===== src/rtl/psram_ctrl_pkg.sv =====
package psram_ctrl_pkg;
  typedef enum logic [2:0] {
    ST_INIT, ST_IDLE, ST_DPD, ST_RD, ST_WSEL, ST_WPULSE, ST_WHOLD
  } pc_state_e;

  function automatic int unsigned pc_min(int unsigned a, int unsigned b);
    return (a < b) ? a : b;
  endfunction

  function automatic int unsigned pc_max(int unsigned a, int unsigned b);
    return (a > b) ? a : b;
  endfunction
endpackage


===== src/rtl/psram_wait_timer.sv =====
module psram_wait_timer #(
  parameter int          W       = 8,
  parameter int unsigned RST_VAL = 0
) (
  input  logic         clk,
  input  logic         rst_n,
  input  logic         load,
  input  logic [W-1:0] load_val,
  output logic         expired
);
  logic [W-1:0] cnt;

  always_ff @(posedge clk or negedge rst_n) begin
    if (!rst_n)            cnt <= W'(RST_VAL);
    else if (load)         cnt <= load_val;
    else if (cnt != '0)    cnt <= cnt - 1'b1;
  end

  assign expired = (cnt == '0);

  // a load always lands as the new count
  p_timer_load_r1: assert property (@(posedge clk) disable iff (!rst_n)
    load |=> cnt == $past(load_val));
endmodule


===== src/rtl/psram_bus_io.sv =====
module psram_bus_io #(
  parameter int DW = 16
) (
  input  logic            clk,
  input  logic            rst_n,
  input  logic            load,
  input  logic [DW-1:0]   wdata,
  input  logic            capture,
  input  logic [DW/8-1:0] lane_en,
  input  logic [DW-1:0]   dq_i,
  output logic [DW-1:0]   dq_o,
  output logic [DW-1:0]   rdata
);
  localparam int NB = DW / 8;

  always_ff @(posedge clk or negedge rst_n) begin
    if (!rst_n)    dq_o <= '0;
    else if (load) dq_o <= wdata;
  end

  for (genvar b = 0; b < NB; b++) begin : g_lane
    always_ff @(posedge clk or negedge rst_n) begin
      if (!rst_n)       rdata[8*b +: 8] <= '0;
      else if (capture) rdata[8*b +: 8] <= lane_en[b] ? dq_i[8*b +: 8] : 8'h00;
    end
  end

  // write data never changes while a capture is taking place
  p_no_load_on_capture_r5: assert property (@(posedge clk) disable iff (!rst_n)
    capture |=> $stable(dq_o));
endmodule


===== src/rtl/psram_host_ctrl.sv =====
module psram_host_ctrl
  import psram_ctrl_pkg::*;
#(
  parameter int AW           = 20,
  parameter int DW           = 16,
  parameter int INIT_CYC     = 60000,
  parameter int MAX_SEL_CYC  = 180,
  parameter int ACC_CYC      = 14,
  parameter int WR_SETUP_CYC = 10,
  parameter int WR_HOLD_CYC  = 2,
  parameter bit END_BY_CE    = 1'b0
) (
  input  logic          clk,
  input  logic          rst_n,
  input  logic          cmd_valid,
  output logic          cmd_ready,
  input  logic          cmd_write,
  input  logic [AW-1:0] cmd_addr,
  input  logic [1:0]    cmd_be,
  input  logic [DW-1:0] cmd_wdata,
  output logic          rsp_done,
  output logic [DW-1:0] rsp_rdata,
  output logic          cmd_err,
  input  logic          pwr_down_req,
  output logic [AW-1:0] mem_addr,
  output logic          mem_ce_n,
  output logic          mem_awake,
  output logic          mem_oe_n,
  output logic          mem_we_n,
  output logic          mem_ub_n,
  output logic          mem_lb_n,
  output logic [DW-1:0] mem_dq_o,
  output logic          mem_dq_oe,
  input  logic [DW-1:0] mem_dq_i
);
  localparam int unsigned RD_LEN = pc_min(ACC_CYC, MAX_SEL_CYC);
  localparam int unsigned WS_LEN = pc_min(WR_SETUP_CYC, MAX_SEL_CYC - 2);
  localparam int unsigned TMAX   = pc_max(pc_max(INIT_CYC, MAX_SEL_CYC),
                                          pc_max(WR_HOLD_CYC, pc_max(ACC_CYC, WR_SETUP_CYC)));
  localparam int TW = $clog2(TMAX + 1);
  localparam int SW = $clog2(MAX_SEL_CYC + 1) + 1;
  localparam int IW = $clog2(INIT_CYC + 1) + 1;
  localparam logic [TW-1:0] RD_LOAD   = TW'(RD_LEN - 1);
  localparam logic [TW-1:0] WS_LOAD   = TW'(WS_LEN - 1);
  localparam logic [TW-1:0] HOLD_LOAD = TW'(WR_HOLD_CYC - 1);
  localparam logic [TW-1:0] INIT_LOAD = TW'(INIT_CYC - 1);

  pc_state_e       state, nxt;
  logic            t_load, t_exp;
  logic [TW-1:0]   t_val;
  logic            accept, acc_ok, hold_first;
  logic [1:0]      be_q;
  logic            hold_ce_low, hold_we_low;

  assign cmd_ready = (state == ST_IDLE) && !pwr_down_req;
  assign accept    = cmd_ready && cmd_valid;
  assign acc_ok    = accept && (cmd_be != 2'b00);

  psram_wait_timer #(.W(TW), .RST_VAL(INIT_CYC - 1)) i_timer (
    .clk(clk), .rst_n(rst_n), .load(t_load), .load_val(t_val), .expired(t_exp));

  always_comb begin
    nxt    = state;
    t_load = 1'b0;
    t_val  = '0;
    case (state)
      ST_INIT:   if (t_exp) nxt = ST_IDLE;
      ST_IDLE: begin
        if (pwr_down_req) nxt = ST_DPD;
        else if (acc_ok) begin
          if (cmd_write) nxt = ST_WSEL;
          else begin nxt = ST_RD; t_load = 1'b1; t_val = RD_LOAD; end
        end
      end
      ST_DPD:    if (!pwr_down_req) begin nxt = ST_INIT; t_load = 1'b1; t_val = INIT_LOAD; end
      ST_RD:     if (t_exp) nxt = ST_IDLE;
      ST_WSEL:   begin nxt = ST_WPULSE; t_load = 1'b1; t_val = WS_LOAD; end
      ST_WPULSE: if (t_exp) begin nxt = ST_WHOLD; t_load = 1'b1; t_val = HOLD_LOAD; end
      ST_WHOLD:  if (t_exp) nxt = ST_IDLE;
      default:   nxt = ST_INIT;
    endcase
  end

  always_ff @(posedge clk or negedge rst_n) begin
    if (!rst_n) begin
      state      <= ST_INIT;
      mem_addr   <= '0;
      be_q       <= '0;
      cmd_err    <= 1'b0;
      rsp_done   <= 1'b0;
      hold_first <= 1'b0;
    end else begin
      state      <= nxt;
      cmd_err    <= accept && (cmd_be == 2'b00);
      rsp_done   <= ((state == ST_RD) || (state == ST_WHOLD)) && t_exp;
      hold_first <= (state == ST_WPULSE) && t_exp;
      if (acc_ok) begin
        mem_addr <= cmd_addr;
        be_q     <= cmd_be;
      end
    end
  end

  psram_bus_io #(.DW(DW)) i_bus (
    .clk(clk), .rst_n(rst_n), .load(acc_ok && cmd_write), .wdata(cmd_wdata),
    .capture((state == ST_RD) && t_exp), .lane_en(be_q), .dq_i(mem_dq_i),
    .dq_o(mem_dq_o), .rdata(rsp_rdata));

  if (END_BY_CE) begin : g_end_ce
    assign hold_ce_low = 1'b0;
    assign hold_we_low = hold_first;
  end else begin : g_end_we
    assign hold_ce_low = hold_first;
    assign hold_we_low = 1'b0;
  end

  always_comb begin
    mem_ce_n  = 1'b1;
    mem_awake = 1'b1;
    mem_oe_n  = 1'b1;
    mem_we_n  = 1'b1;
    mem_ub_n  = 1'b1;
    mem_lb_n  = 1'b1;
    mem_dq_oe = 1'b0;
    case (state)
      ST_DPD:    mem_awake = 1'b0;
      ST_RD:     begin mem_ce_n = 1'b0; mem_oe_n = 1'b0;
                       mem_ub_n = ~be_q[1]; mem_lb_n = ~be_q[0]; end
      ST_WSEL:   begin mem_ce_n = 1'b0; mem_ub_n = ~be_q[1]; mem_lb_n = ~be_q[0]; end
      ST_WPULSE: begin mem_ce_n = 1'b0; mem_we_n = 1'b0; mem_dq_oe = 1'b1;
                       mem_ub_n = ~be_q[1]; mem_lb_n = ~be_q[0]; end
      ST_WHOLD:  begin mem_dq_oe = 1'b1; mem_ce_n = ~hold_ce_low; mem_we_n = ~hold_we_low;
                       mem_ub_n = ~be_q[1]; mem_lb_n = ~be_q[0]; end
      default:   ;
    endcase
  end

  // Checker state: run of selected cycles and cycles awake since power-up
  logic [SW-1:0] sel_run;
  logic [IW-1:0] awake_run;
  always_ff @(posedge clk or negedge rst_n) begin
    if (!rst_n) begin
      sel_run   <= '0;
      awake_run <= '0;
    end else begin
      sel_run   <= mem_ce_n ? '0 : ((sel_run == '1) ? sel_run : sel_run + 1'b1);
      awake_run <= !mem_awake ? '0 : ((awake_run == '1) ? awake_run : awake_run + 1'b1);
    end
  end

  p_init_wait_r1: assert property (@(posedge clk) disable iff (!rst_n)
    cmd_ready |-> awake_run >= IW'(INIT_CYC));
  p_we_oe_excl_r4: assert property (@(posedge clk) disable iff (!rst_n)
    !mem_we_n |-> mem_oe_n && mem_dq_oe);
  p_drive_no_oe_r4: assert property (@(posedge clk) disable iff (!rst_n)
    mem_dq_oe |-> mem_oe_n);
  p_wdata_stable_r5: assert property (@(posedge clk) disable iff (!rst_n)
    mem_dq_oe && $past(mem_dq_oe) |-> $stable(mem_dq_o));
  p_sel_cap_r7: assert property (@(posedge clk) disable iff (!rst_n)
    !mem_ce_n |-> sel_run < SW'(MAX_SEL_CYC));
  p_dpd_quiet_r9: assert property (@(posedge clk) disable iff (!rst_n)
    !mem_awake |-> mem_ce_n && !mem_dq_oe && !cmd_ready);
  p_dpd_from_standby_r9: assert property (@(posedge clk) disable iff (!rst_n)
    $fell(mem_awake) |-> $past(mem_ce_n) && $past(state) == ST_IDLE);
  p_err_no_sel_r11: assert property (@(posedge clk) disable iff (!rst_n)
    cmd_err |-> mem_ce_n);
  p_addr_stable_r12: assert property (@(posedge clk) disable iff (!rst_n)
    !mem_ce_n && $past(!mem_ce_n) |-> $stable(mem_addr) && $stable(mem_ub_n) && $stable(mem_lb_n));
  p_ready_standby_r13: assert property (@(posedge clk) disable iff (!rst_n)
    cmd_ready |-> mem_ce_n && mem_awake);
endmodule


===== config.mk =====
export PLATFORM = sky130hd
export DESIGN_NAME = psram_host_ctrl
export DESIGN_NICKNAME = d
export VERILOG_FILES = /design/src/rtl/psram_ctrl_pkg.sv /design/src/rtl/psram_wait_timer.sv /design/src/rtl/psram_bus_io.sv /design/src/rtl/psram_host_ctrl.sv
export SDC_FILE = /design/constraint.sdc
export NUM_CORES = 1
export LEC_CHECK = 0
export ABC_AREA = 1
export BUFFER_PORTS_ARGS = -buffer_cell sky130_fd_sc_hd__buf_2
export CELL_PAD_IN_SITES_DETAIL_PLACEMENT = 1
export CELL_PAD_IN_SITES_GLOBAL_PLACEMENT = 2
export CORE_ASPECT_RATIO = 0.9
export CORE_MARGIN = 3
export CORE_UTILIZATION = 29
export DETAILED_ROUTE_END_ITERATION = 16
export MAX_ROUTING_LAYER = met4
export PLACE_DENSITY_LB_ADDON = 0.1
export SLEW_MARGIN = 20
export SYNTH_ARGS = -nofsm -noshare
export SYNTH_HDL_FRONTEND = slang
export SYNTH_SLANG_ARGS = --single-unit

===== constraint.sdc =====
create_clock -name clk -period 1.9 [get_ports clk]
set_input_delay 0 -clock clk [delete_from_list [all_inputs] [get_ports clk]]
set_output_delay 0 -clock clk [all_outputs]
set_load 0.03 [all_outputs]

# After elaboration in Yosys (flattened, before gate mapping)
# Index checks and enable logic that the tools add are counted.
[op_classes] eq_ne=10 n_addsub=1 n_reduce_logical=21 n_bitwise=3 mux=30
[ops] cell="$pmux W16 S4" count=1
[ops] cell="$mux W16" count=3
[ops] cell="$mux W3" count=6
[ops] cell="$logic_not A16 Y1" count=1
[ops] cell="$mux W8" count=2
[ops] cell="$reduce_bool A16 Y1" count=1
[ops] cell="$sub A16 B1 Y16 const B" count=1
[ops] cell="$pmux W3 S5" count=1
[ops] cell="$mux W1" count=12
[ops] cell="$mux W4" count=3
[ops] cell="$eq A3 B3 Y1 const B" count=3
[ops] cell="$logic_and A1 B1 Y1" count=8
[ops] cell="$eq A3 B2 Y1 const B" count=2
[ops] cell="$reduce_or A3 Y1" count=2
[ops] cell="$ne A2 B2 Y1 const B" count=2
[ops] cell="$pmux W1 S4" count=1
[ops] cell="$reduce_and A4 Y1" count=1
[ops] cell="$reduce_bool A2 Y1" count=2
[ops] cell="$reduce_or A4 Y1" count=1
[ops] cell="$eq A3 B1 Y1 const B" count=1
[ops] cell="$logic_not A3 Y1" count=1
[ops] cell="$ne A3 B3 Y1 const B" count=1
[ops] cell="$not A1 Y1" count=3
[ops] cell="$logic_not A2 Y1" count=1
[ops] cell="other kinds (5)" count=5
[word_totals] wordCells=75 register_bits=76 out_inout_bits=62 input_bits=59

# Longest topological paths before layout
[depth] word_depth=8 ltp_mapped=11 depth_no_buf=11

# Cells and area by module
# A second synthesis with hierarchy kept.
[unflattened] hier_cells=474 area_unflattened_um2=3763.6
[by_module_without_submodules] mod="psram_host_ctrl" n_inst=1 area_per_inst_um2=1295.0 cells_per_inst=169 seq_area_each_um2=700.7
[by_module_without_submodules] mod="psram_bus_io" n_inst=1 area_per_inst_um2=1270.0 cells_per_inst=138 seq_area_each_um2=800.8
[by_module_without_submodules] mod="psram_wait_timer" n_inst=1 area_per_inst_um2=1198.6 cells_per_inst=167 seq_area_each_um2=414.1

# Least setup slack after synthesis
# OpenSTA, ideal clock, no wires.
[synth_timing] path_type="register to register" from="register i_timer.cnt[0]" to="register i_bus.rdata[10]" t_arrival_ps=1560 path_buffers=2 period_less_slack_ps=1677 path_stages_with_launch=11 setup_slack_ps=223 setup_ps=118 t_required_ps=1782 cell_sequence="dfstp_2 > inv_1 > ha_1 > inv_1 > nor3_2 > nand3_4 > or2_1 > buf_6 > buf_6 > nand2_2 > o21ai_2"
[synth_between] elab_chain_len=2
[synth_lines] item="start: declaration" line_no="psram_wait_timer.sv:11" text="logic [W-1:0] cnt;"
[synth_lines] item="start signal: assignment" line_no="psram_wait_timer.sv:14" text="if (!rst_n) cnt <= W'(RST_VAL);"
[synth_lines] item="start signal: assignment" line_no="psram_wait_timer.sv:15" text="else if (load) cnt <= load_val;"
[synth_lines] item="start signal: assignment" line_no="psram_wait_timer.sv:16" text="else if (cnt != '0) cnt <= cnt - 1'b1;"
[synth_lines] item="$logic_not A16 Y1" line_no="psram_wait_timer.sv:19" text="assign expired = (cnt == '0);"
[synth_lines] item="$logic_and A1 B1 Y1" line_no="psram_host_ctrl.sv:106" text=".capture((state == ST_RD) && t_exp), .lane_en(be_q), .dq_i(mem_dq_i),"
[synth_lines] item="end signal: indexed assignment" line_no="psram_bus_io.sv:24" text="else if (capture) rdata[8*b +: 8] <= lane_en[b] ? dq_i[8*b +: 8] : 8'h00;"
[synth_lines] item="end: declaration" line_no="psram_bus_io.sv:12" text="output logic [DW-1:0] rdata"
# Every way passes these cells.
# A chain may end at the register's enable or synchronous reset.

# Worst setup path in the final report
[layout_timing] from="register i_timer.cnt[1]" to="register i_bus.rdata[0]"
# Same word-level chain as after synthesis.

==> flow_metrics.py <==
metrics = {
    "sta": {
        "skew_ps": 4.239,
        "timing.max_slew.rel_slack_pct": 72.41,
        "period_share_pct": 93.93,
        "setup_violations": 0,
        "report.final.slew_viol_count": 0,
        "hold_viol": 0,
        "max_freq_ghz": 0.5603,
        "period_minus_slack_ps": 1785,
        "grt_setup_unrepaired": "no",
        "final.hold.worst_slack_ps": 22.96,
        "fin_setup_tns_ps": 0,
        "timing_worst_slew_pin_value_ps": 411.6,
    },
    "worst_setup_path": {
        "worstPathArrival_ps": 2010,
        "cp_slowest_stage_delay_ps": 370,
        "worstPathBufferInverterCount": 3,
        "cp_common_cell": "sky130_fd_sc_hd__inv_1",
        "worstPathMaxFanout": 16,
        "cp.required_ps": 2130,
        "timing.setup.critical_path_class": "register to register",
        "setup.worst_path.end_class": "register",
        "startpoint_type": "register",
        "crit_chain": "inv_1 > ha_2 > inv_1 > nor3_4 > nand3_4 > or2_4 > buf_12 > nand2_1 > o21ai_2",
        "critical_path.slowest_cell": "sky130_fd_sc_hd__dfstp_2",
        "setup.reg_to_reg.worst_slack_ps": 120,
        "critPathTopFamily": "simple AND/OR/NAND/NOR gates",
    },
    "global_routing": {
        "antenna_violations_before_repair": 0,
        "gr-total-overflow": 0,
        "global_route.usage.met3_pct": 4.342,
        "met1_use_gr_pct": 21.57,
        "grt_start_max_net_pins": 35,
        "first_global_vias": 3757,
        "gr-usage-met2_pct": 27.27,
        "track_usage_pct": 16.99,
        "grt_first_pass_wirelength_um": 18960,
        "globalRoute.busiestLayer": "met2",
    },
    "yosys": {
        "synth_enable_flop_cells": 0,
        "yosys_warnings": 0,
        "synth_nets": 483,
        "synth_top_area_share_pct": 44.08,
        "synth.lib_cells_used.distinct": 36,
        "syn-instance-count": 422,
        "synth_sequential_area_ratio_pct": 51.92,
        "syn-mean-instance-area_sq_um": 8.744,
        "synth.cell_area_sq_um": 3690,
        "synth-main-ff-cell": "sky130_fd_sc_hd__dfrtp_1",
        "yosys_register_bits": 76,
        "synth_area_leaders": "sky130_fd_sc_hd__dfrtp_1 (44%), sky130_fd_sc_hd__nand2_1 (16%), sky130_fd_sc_hd__dfstp_2 (7.8%)",
        "yosys.area.top_type": "sky130_fd_sc_hd__dfrtp_1",
        "postSynth.asyncResetShare_pct": 100.0,
    },
    "pwr": {
        "p_sw_mw": 3.826,
        "internal_power_mw": 4.605,
        "swShare_pct": 45.38,
        "p_seq_share_pct": 33.6,
        "total_leakage_power_nw": 2.736,
        "power_frac_comb_pct": 46.2,
        "power.share.clock_pct": 20.2,
        "irDropWorstVdd_mv": 0.6632,
        "power_density_nw_per_um2": 1546,
    },
    "floorplanning": {
        "total_number_of_placement_rows": 38,
        "die_height_um": 113.0,
        "dieWidth_um": 124.9,
        "core-area_sq_um": 12270,
        "initial_core_util_pct": 30.08,
        "num_io_pins": 121,
        "die-area_sq_um": 14110,
    },
    "final_layout": {
        "final_core_util_pct": 44.45,
        "area.growth.synth_to_final_pct": 47.78,
        "mostFrequentLayoutCell": "sky130_fd_sc_hd__nand2_1",
        "layout-drive-gt1-share_pct": 36.59,
        "fin_cells": 775,
        "finish.net_count": 671,
        "antennaDiodeCount": 0,
        "layout_common_cells": "sky130_fd_sc_hd__nand2_1 (153), sky130_fd_sc_hd__buf_2 (118), sky130_fd_sc_hd__dfrtp_1 (64), sky130_fd_sc_hd__dlygate4sd3_1 (57), sky130_fd_sc_hd__nand3_1 (29)",
        "final.fill_count": 1483,
        "final_design_area_no_fill_sq_um": 5453,
    },
    "routing": {
        "drt_drc_violations_left": 0,
        "wl_per_cell_um": 14.61,
        "drt_first_pass_iters": 4,
        "drt-vias-per-instance": 4.468,
        "num_vias": 3463,
        "drtIter0Drc": 78,
        "postRouteAntennaNets": 0,
        "finalWirelength_um": 11320,
    },
    "clock_tree": {
        "clockRootBuffer": "sky130_fd_sc_hd__clkbuf_16",
        "h-tree-depth": 3,
        "tritoncts.num_buffers": 9,
        "cts.reportedPaths.clkPinSlew_ps": 60,
        "tritoncts": "yes",
        "clock_tree.buffer_depth": 2,
        "clock_latency_ps": 330,
        "cts_num_sinks": 76,
    },
    "placed_design": {
        "gp_congestion": 0.7688,
        "final_hpwl_dp_um": 7922,
        "io_buffer_count": 120,
        "dp.cells": 698,
        "place_area_sq_um": 4514,
    },
    "hold_path": {
        "min_path_type": "input port to register",
    },
    "run_status": {
        "outcome": "completed",
    },
    "run": {
        "max-cap-violations": 0,
    },
}
-- flip-flops by register name, summed over array words and instances (netlist names) --
signal / count
i_bus.dq_o: 16
rsp_done: 1
cmd_err: 1
state: 3
i_bus.rdata: 16
be_q: 2
i_timer.cnt: 16
mem_addr: 20
hold_ce_low: 1
-- cell type report --
class	count	area [sq um]	share of cell area [%]
Multi-Input combinational cell	308	1604	29.42
Inverter	23	91.34	1.675
Clock inverter	7	67.56	1.239
Sequential cell	76	1917	35.15
Tap cell	160	200.2	3.671
Clock buffer	9	225.2	4.130
Timing Repair Buffer	192	1348	24.71
-- layer usage --
metal / part of all wire, % / wire length (um)
met1: 46 / 5237
met2: 47 / 5342
met3: 5.4 / 615
met4: 1.1 / 124
met5: 0 / 0
-- cell families after synthesis --
kind of cell,count (synthesis),synth area share (%)
XOR/XNOR,13,3.086
AO/OA/AOI/OAI,33,6.273
buffers and inverters,38,5.120
flip-flops,76,51.92
AND/OR/NAND/NOR,260,32.93
adder cells (fa/ha/maj),2,0.6781
-- final timing paths --
kind,depth (start not counted),start,to
min in group asynchronous,2,rst_n,i_timer.cnt[5]$_DFFE_PN0P_
max in group asynchronous,3,rst_n,i_timer.cnt[13]$_DFFE_PN1P_
worst min-delay path,4,pwr_down_req,state[2]$_DFFE_PN0P_
worst max register to register,9,i_timer.cnt[1]$_DFFE_PN1P_,i_bus.rdata[0]$_DFFE_PN0P_
worst max-delay path,9,i_timer.cnt[1]$_DFFE_PN1P_,i_bus.rdata[0]$_DFFE_PN0P_
worst min register to register,2,i_bus.dq_o[10]$_DFFE_PN0P_,i_bus.dq_o[10]$_DFFE_PN0P_
-- Yosys cell counts (3+ instances only) --
library cell               count
sky130_fd_sc_hd__nand4_1       3
sky130_fd_sc_hd__nand3_1      29
sky130_fd_sc_hd__dfstp_2      11
sky130_fd_sc_hd__nor2_4        6
sky130_fd_sc_hd__o21ai_0       5
sky130_fd_sc_hd__dfrtp_1      65
sky130_fd_sc_hd__inv_2         4
sky130_fd_sc_hd__clkbuf_1      4
sky130_fd_sc_hd__xor2_1        6
sky130_fd_sc_hd__nor2_1       28
sky130_fd_sc_hd__buf_2         4
sky130_fd_sc_hd__a21oi_1       8
sky130_fd_sc_hd__inv_1        17
sky130_fd_sc_hd__nor3_1        7
sky130_fd_sc_hd__nand2_2      18
sky130_fd_sc_hd__xnor2_1       7
sky130_fd_sc_hd__buf_6         5
sky130_fd_sc_hd__o21ai_2      16
sky130_fd_sc_hd__nand2_1     154
sky130_fd_sc_hd__nor2_2        4
-- power groups by stage --
stage	sequential (mW)	clock, mW	combinational, mW
finish	2.83	1.70	3.90
CTS	2.82	1.76	3.89
detailed placement	2.84	0	3.79
global placement	2.84	0	3.72
global route	2.94	1.83	4.30
floorplan	3.53	0	1.86
-- metrics by stage --
step | setup WS [ps] | power [mW]
5_1_grt | 8.483 | 9.070
3_5_place_dp | 47.70 | 6.626
6_report | 115.3 | 8.431
4_1_cts | 15.70 | 8.480
3_3_place_gp | 100.5 | 6.560
2_1_floorplan | 222.6 | 5.395
-- what timing repair did --
| action | CTS | global route |
|---|---|---|
| endpoints found under the setup margin | 0 | 44 |
| endpoints found under the hold margin | 124 | 0 |
| hold buffers | 57 | 0 |
| setup buffers | 0 | 3 |
| resized for setup | 0 | 10 |
-- worst reg2reg max path, delay by kind of cell, from the launching register on --
family	cells	cell delay, ps
AO/OA/AOI/OAI	1	50
adder cells (fa/ha/maj)	1	200
buffers and inverters	3	330
flip-flops	1	370
AND/OR/NAND/NOR	4	730
Note: power is estimated with default switching activity, not from simulation.
